<file path="config.mk">
export PLATFORM = sky130hd
export DESIGN_NAME = cipher_rx
export DESIGN_NICKNAME = d
export VERILOG_FILES = /design/src/rtl/cipher_rx_pkg.sv /design/src/rtl/cipher_rx_sync.sv /design/src/rtl/cipher_rx_dp.sv /design/src/rtl/cipher_rx_ctrl.sv /design/src/rtl/cipher_rx.sv
export SDC_FILE = /design/constraint.sdc
export NUM_CORES = 1
export LEC_CHECK = 0
export BUFFER_PORTS_ARGS = -buffer_cell sky130_fd_sc_hd__buf_2
export CAP_MARGIN = 30
export CORE_ASPECT_RATIO = 1.4
export CORE_MARGIN = 1
export CORE_UTILIZATION = 40
export DETAILED_ROUTE_END_ITERATION = 8
export SYNTH_ARGS = -nofsm -noshare
export SYNTH_HDL_FRONTEND = slang
export SYNTH_SLANG_ARGS = --single-unit
</file>
<file path="constraint.sdc">
create_clock -name clk -period 1.7 [get_ports clk]
set_input_delay 0.34 -clock clk [delete_from_list [all_inputs] [get_ports clk]]
set_output_delay 0.34 -clock clk [all_outputs]
set_load 0.005 [all_outputs]
</file>
<file path="src/rtl/cipher_rx_pkg.sv">
package cipher_rx_pkg;

  typedef enum logic [2:0] {
    ST_BIT_WAIT,
    ST_BIT_ACK,
    ST_KEY_WAIT,
    ST_ROTATE,
    ST_LO_SHOW,
    ST_LO_DROP,
    ST_HI_SHOW,
    ST_HI_DROP
  } rxState_t;

  typedef struct packed {
    logic shiftIn;  // capture serial bit at MSB, shift right
    logic rotLeft;  // one left rotation step
    logic clrRot;   // zero the rotation step counter
    logic hiSel;    // show the high nibble
  } rxStrobe_t;

endpackage

</file>
<file path="src/rtl/cipher_rx_sync.sv">
module cipher_rx_sync #(
  parameter int WIDTH  = 3,
  parameter int STAGES = 2
) (
  input  logic             clk,
  input  logic             rst,
  input  logic [WIDTH-1:0] asyncIn,
  output logic [WIDTH-1:0] syncOut
);

  logic [STAGES-1:0][WIDTH-1:0] pipe;

  generate
    for (genvar s = 0; s < STAGES; s++) begin : g_stage
      if (s == 0) begin : g_first
        always_ff @(posedge clk) begin
          if (rst) pipe[s] <= '0;
          else     pipe[s] <= asyncIn;
        end
      end else begin : g_rest
        always_ff @(posedge clk) begin
          if (rst) pipe[s] <= '0;
          else     pipe[s] <= pipe[s-1];
        end
      end
    end
  endgenerate

  assign syncOut = pipe[STAGES-1];

endmodule

</file>
<file path="src/rtl/cipher_rx_dp.sv">
module cipher_rx_dp
  import cipher_rx_pkg::*;
#(
  parameter int DATA_W = 8,
  parameter int KEY_W  = 4
) (
  input  logic                clk,
  input  logic                rst,
  input  rxStrobe_t           strb,
  input  logic                dataBit,
  input  logic [KEY_W-1:0]    key,
  output logic                bitWrap,
  output logic                rotHit,
  output logic [DATA_W/2-1:0] nibbleOut
);

  localparam int CNT_W = $clog2(DATA_W);
  localparam int NIB_W = DATA_W / 2;

  logic [DATA_W-1:0] word;
  logic [CNT_W-1:0]  bitCnt;
  logic [CNT_W-1:0]  rotCnt;

  always_ff @(posedge clk) begin
    if (rst) begin
      word   <= '0;
      bitCnt <= '0;
      rotCnt <= '0;
    end else begin
      if (strb.shiftIn) begin
        word   <= {dataBit, word[DATA_W-1:1]};
        bitCnt <= bitCnt + 1'b1;
      end else if (strb.rotLeft) begin
        word   <= {word[DATA_W-2:0], word[DATA_W-1]};
      end
      if (strb.clrRot)       rotCnt <= '0;
      else if (strb.rotLeft) rotCnt <= rotCnt + 1'b1;
    end
  end

  // Counter wraps to zero after a full byte of captures.
  assign bitWrap   = (bitCnt == '0);
  assign rotHit    = (rotCnt == key[CNT_W-1:0]);
  assign nibbleOut = strb.hiSel ? word[DATA_W-1 -: NIB_W] : word[NIB_W-1:0];

endmodule

</file>
<file path="src/rtl/cipher_rx_ctrl.sv">
module cipher_rx_ctrl
  import cipher_rx_pkg::*;
(
  input  logic      clk,
  input  logic      rst,
  input  logic      reqS,
  input  logic      keyS,
  input  logic      ackS,
  input  logic      bitWrap,
  input  logic      rotHit,
  output rxStrobe_t strb,
  output logic      dataAck,
  output logic      outReq
);

  rxState_t state, nextState;

  always_ff @(posedge clk) begin
    if (rst) state <= ST_BIT_WAIT;
    else     state <= nextState;
  end

  always_comb begin
    nextState = state;
    unique case (state)
      ST_BIT_WAIT: if (reqS)    nextState = ST_BIT_ACK;
      ST_BIT_ACK:  if (!reqS)   nextState = bitWrap ? ST_KEY_WAIT : ST_BIT_WAIT;
      ST_KEY_WAIT: if (keyS)    nextState = ST_ROTATE;
      ST_ROTATE:   if (rotHit)  nextState = ST_LO_SHOW;
      ST_LO_SHOW:  if (ackS)    nextState = ST_LO_DROP;
      ST_LO_DROP:  if (!ackS)   nextState = ST_HI_SHOW;
      ST_HI_SHOW:  if (ackS)    nextState = ST_HI_DROP;
      ST_HI_DROP:  if (!ackS)   nextState = ST_BIT_WAIT;
      default:                  nextState = ST_BIT_WAIT;
    endcase
  end

  always_comb begin
    strb         = '0;
    strb.shiftIn = (state == ST_BIT_WAIT) && reqS;
    strb.clrRot  = (state == ST_KEY_WAIT) && keyS;
    strb.rotLeft = (state == ST_ROTATE) && !rotHit;
    strb.hiSel   = (state == ST_HI_SHOW) || (state == ST_HI_DROP);
  end

  assign dataAck = (state == ST_BIT_ACK);
  assign outReq  = (state == ST_LO_SHOW) || (state == ST_HI_SHOW);

endmodule

</file>
<file path="src/rtl/cipher_rx.sv">
module cipher_rx
  import cipher_rx_pkg::*;
#(
  parameter int DATA_W      = 8,
  parameter int KEY_W       = 4,
  parameter int SYNC_STAGES = 2
) (
  input  logic                clk,
  input  logic                rst,
  input  logic                sendReq,
  input  logic                dataBit,
  input  logic                keyReady,
  input  logic [KEY_W-1:0]    key,
  output logic                dataAck,
  input  logic                userAck,
  output logic [DATA_W/2-1:0] outNibble,
  output logic                outReq
);

  logic [2:0] syncd;
  rxStrobe_t  strb;
  logic       bitWrap;
  logic       rotHit;

  cipher_rx_sync #(.WIDTH(3), .STAGES(SYNC_STAGES)) u_sync (
    .clk     (clk),
    .rst     (rst),
    .asyncIn ({userAck, keyReady, sendReq}),
    .syncOut (syncd)
  );

  cipher_rx_ctrl u_ctrl (
    .clk     (clk),
    .rst     (rst),
    .reqS    (syncd[0]),
    .keyS    (syncd[1]),
    .ackS    (syncd[2]),
    .bitWrap (bitWrap),
    .rotHit  (rotHit),
    .strb    (strb),
    .dataAck (dataAck),
    .outReq  (outReq)
  );

  cipher_rx_dp #(.DATA_W(DATA_W), .KEY_W(KEY_W)) u_dp (
    .clk       (clk),
    .rst       (rst),
    .strb      (strb),
    .dataBit   (dataBit),
    .key       (key),
    .bitWrap   (bitWrap),
    .rotHit    (rotHit),
    .nibbleOut (outNibble)
  );

endmodule

</file>
==> results.sh <==
export IMPL_p_per_area_nw_per_um2=732
export IMPL_area_growth_synth_to_final_pct=13.9
export IMPL_overflow=0
export IMPL_grt_pass1_wl_mm=3.62
export IMPL_die_area_um2=3050
export IMPL_worst_slew_pin_slew_ns=0.399
export IMPL_crit_chain="nand2_2 > mux2_2 > buf_2"
export IMPL_drive_gt1_share_pct=30.4
export IMPL_synth_fp_nets=130
export IMPL_drt_first_pass_iters=4
export IMPL_critical_path_max_fanout=10
export IMPL_vdd_ir_drop_max_mv=0.477
export IMPL_avgRoutedWirePerCell_um=12.1
export IMPL_final_area_um2=1290
export IMPL_final_common_cell="dfxtp_1"
export IMPL_post_place_ws_ns=-0.00700
export IMPL_rsz0062_at_grt="no"
export IMPL_die_h_um=65.0
export IMPL_grt_max_degree=17
export IMPL_start_kind="flop"
export IMPL_drv_slew=0
export IMPL_vias=876
export IMPL_ys_seq_elements=23
export IMPL_grt_pass1_vias=865
export IMPL_critPathKind="flop to output port"
export IMPL_clock_root_buffer="clkbuf_4"
export IMPL_clock_sinks=23
export IMPL_critical_path_buf_inv_count=1
export IMPL_avgViaCountPerCell=5.12
export IMPL_track_usage_pct=15.9
export IMPL_insertion_delay_ns=0.31
export IMPL_arrival_ns=1.31
export IMPL_drt_wl_total_mm=2.06
export IMPL_ios=16
export IMPL_die_w_um=47.0
export IMPL_netlist_instances=117
export IMPL_dpl_hpwl_mm=1.55
export IMPL_coreArea_um2=2640
export IMPL_relSlewSlack_pct=73.4
export IMPL_htreeDepth=1
export IMPL_min_path_type="input pin to flop"
export IMPL_critPathTopFamily="flip-flops"
export IMPL_layout_nets=149
export IMPL_cts_tree="built"
export IMPL_outcome="finished, final reports clean"
export IMPL_finalHoldViolations=0
export IMPL_port_buffers=14
export IMPL_drt_initial_drc_count=14
export IMPL_row_count=22
export IMPL_required_ns=1.36
export IMPL_cts_hold_buf=0
export IMPL_fin_ws_ns=0.0535
export IMPL_yosysSeqAreaShare_pct=40.6
export IMPL_period_minus_slack_ns=1.65
export IMPL_cts_made_buffers=3
export IMPL_fin_skew_ns=0.00960
export IMPL_ctsLongestPathBuffers=2
export IMPL_post_route_period_util_pct=96.9
export IMPL_start_util_pct=42.9
export IMPL_diodes=0
export IMPL_async_reset_ff_share_pct=0
export IMPL_synth_warnings=0
export IMPL_setup_tns_final_ns=0
export IMPL_ys_flop_type="dfxtp_1"
export IMPL_synth_edff_count=0
export IMPL_p_leak_uw=0.000535
export IMPL_path_clk_slew_ns=0.12
export IMPL_setup_viol=0
export IMPL_cp_slowest_cell="dfxtp_4"
export IMPL_place_congestion=0.775
export IMPL_yosysUniqueCellTypes=35
export IMPL_ant_nets=0
export IMPL_multi_input_area_um2=613
export IMPL_antenna_found_initial=0
export IMPL_avgSynthCellArea_um2=9.69
export IMPL_route_detailed_drc=0
export IMPL_max_freq_mhz=607
export IMPL_syn_cell_area_um2=1130
export IMPL_fillers=280
export IMPL_end_kind="output port"
export IMPL_max_cap_viol_count=0
export IMPL_regArea_um2=469
export IMPL_postPlaceCellArea_um2=1240
export IMPL_slowest_delay_ns=0.40
export IMPL_final_cell_mix="20 x dfxtp_1, 16 x nor2_1, 14 x buf_2, 8 x nor2b_1, 8 x nand2_1"
-- per-layer routing --
metal	vias to the layer above	part of all wire (%)	track usage (%)
li1	439	-	-
met1	421	44	18.9
met2	12	53	27.6
met3	4	1.9	1.67
met4	0	1.6	6.43
met5	-	0	0
-- power by group --
part           internal, uW  switching, uW
Clock                  91.5            160
Sequential              559           18.0
Combinational          58.0           58.4
Total                   708            237
-- sequential cells by signal, summed over array words and instances (netlist names) --
name            cells
u_dp.word           8
u_dp.bitCnt         3
u_ctrl.state        3
u_dp.rotCnt         3
u_sync.pipe         3
u_sync.syncOut      3
-- final timing paths --
path,startpoint,to,slack [ns],depth (start not counted)
worst max-delay path,u_ctrl.state[1]$_SDFFE_PP0P_,outNibble[2],0.05,3
worst min-delay path,userAck,u_sync.pipe[2]$_SDFF_PP0_,0.24,2
worst max register to register,u_dp.rotCnt[0]$_SDFFE_PP0P_,u_dp.rotCnt[2]$_SDFFE_PP0P_,0.18,5
worst min register to register,u_sync.pipe[2]$_SDFF_PP0_,u_sync.syncOut[2]$_SDFF_PP0_,0.45,1
-- layout make-up --
class                           count  share of cell area, %
Clock buffer                        4                   2.03
Inverter                            4                   1.16
Multi-Input combinational cell     83                   47.5
Sequential cell                    23                   36.3
Tap cell                           36                   3.49
Timing Repair Buffer               21                   9.50
-- logic make-up after synthesis --
group	synth area share, %
adder cells (fa/ha/maj)	3.31
multiplexers	6.62
flip-flops	40.6
AND/OR/NAND/NOR	19.5
AO/OA/AOI/OAI	19.8
buffers and inverters	5.52
XOR/XNOR	4.64
-- per-stage QoR --
step	utilization [%]	cells	total power (uW)	hold slack [ns]
2_1_floorplan	-	117	674	0.414
3_3_place_gp	46.9	165	702	0.422
3_5_place_dp	46.9	165	708	0.422
4_1_cts	48.2	169	951	0.233
5_1_grt	48.9	171	988	0.238
6_report	48.9	171	945	0.237
-- cell usage after synthesis, types with 2 or more instances --
cell type  count  area (um^2)
nor2_1        16         60.1
a21oi_1        5         25.0
a221oi_1       3         26.3
nor2b_1        8         50.1
nand2_1        9         33.8
o21bai_1       6         45.0
a221oi_2       3         45.0
mux2_2         4         45.0
inv_1          4         15.0
buf_6          2         22.5
clkbuf_1       2         7.51
xor2_1         5         43.8
buf_2          2         10.0
ha_1           3         37.5
dfxtp_1       23          460
mux2i_1        3         30.0
-- worst register-to-register path, cell delays in order (launching register included) --
cell,delay (ns)
dfxtp_1,0.40
xor2_1,0.29
o31ai_4,0.17
buf_4,0.17
or3_1,0.30
a21oi_1,0.14
-- timing repair --
action / 4_1_cts / 5_1_grt
gates resized for setup: 4 / 2
hold endpoints to repair: 0 / 0
gates cloned: 0 / 0
pin swaps: 0 / 1
endpoints found under the setup margin: 4 / 6
buffers inserted: 0 / 2
Power figures use the tool's default switching activity.
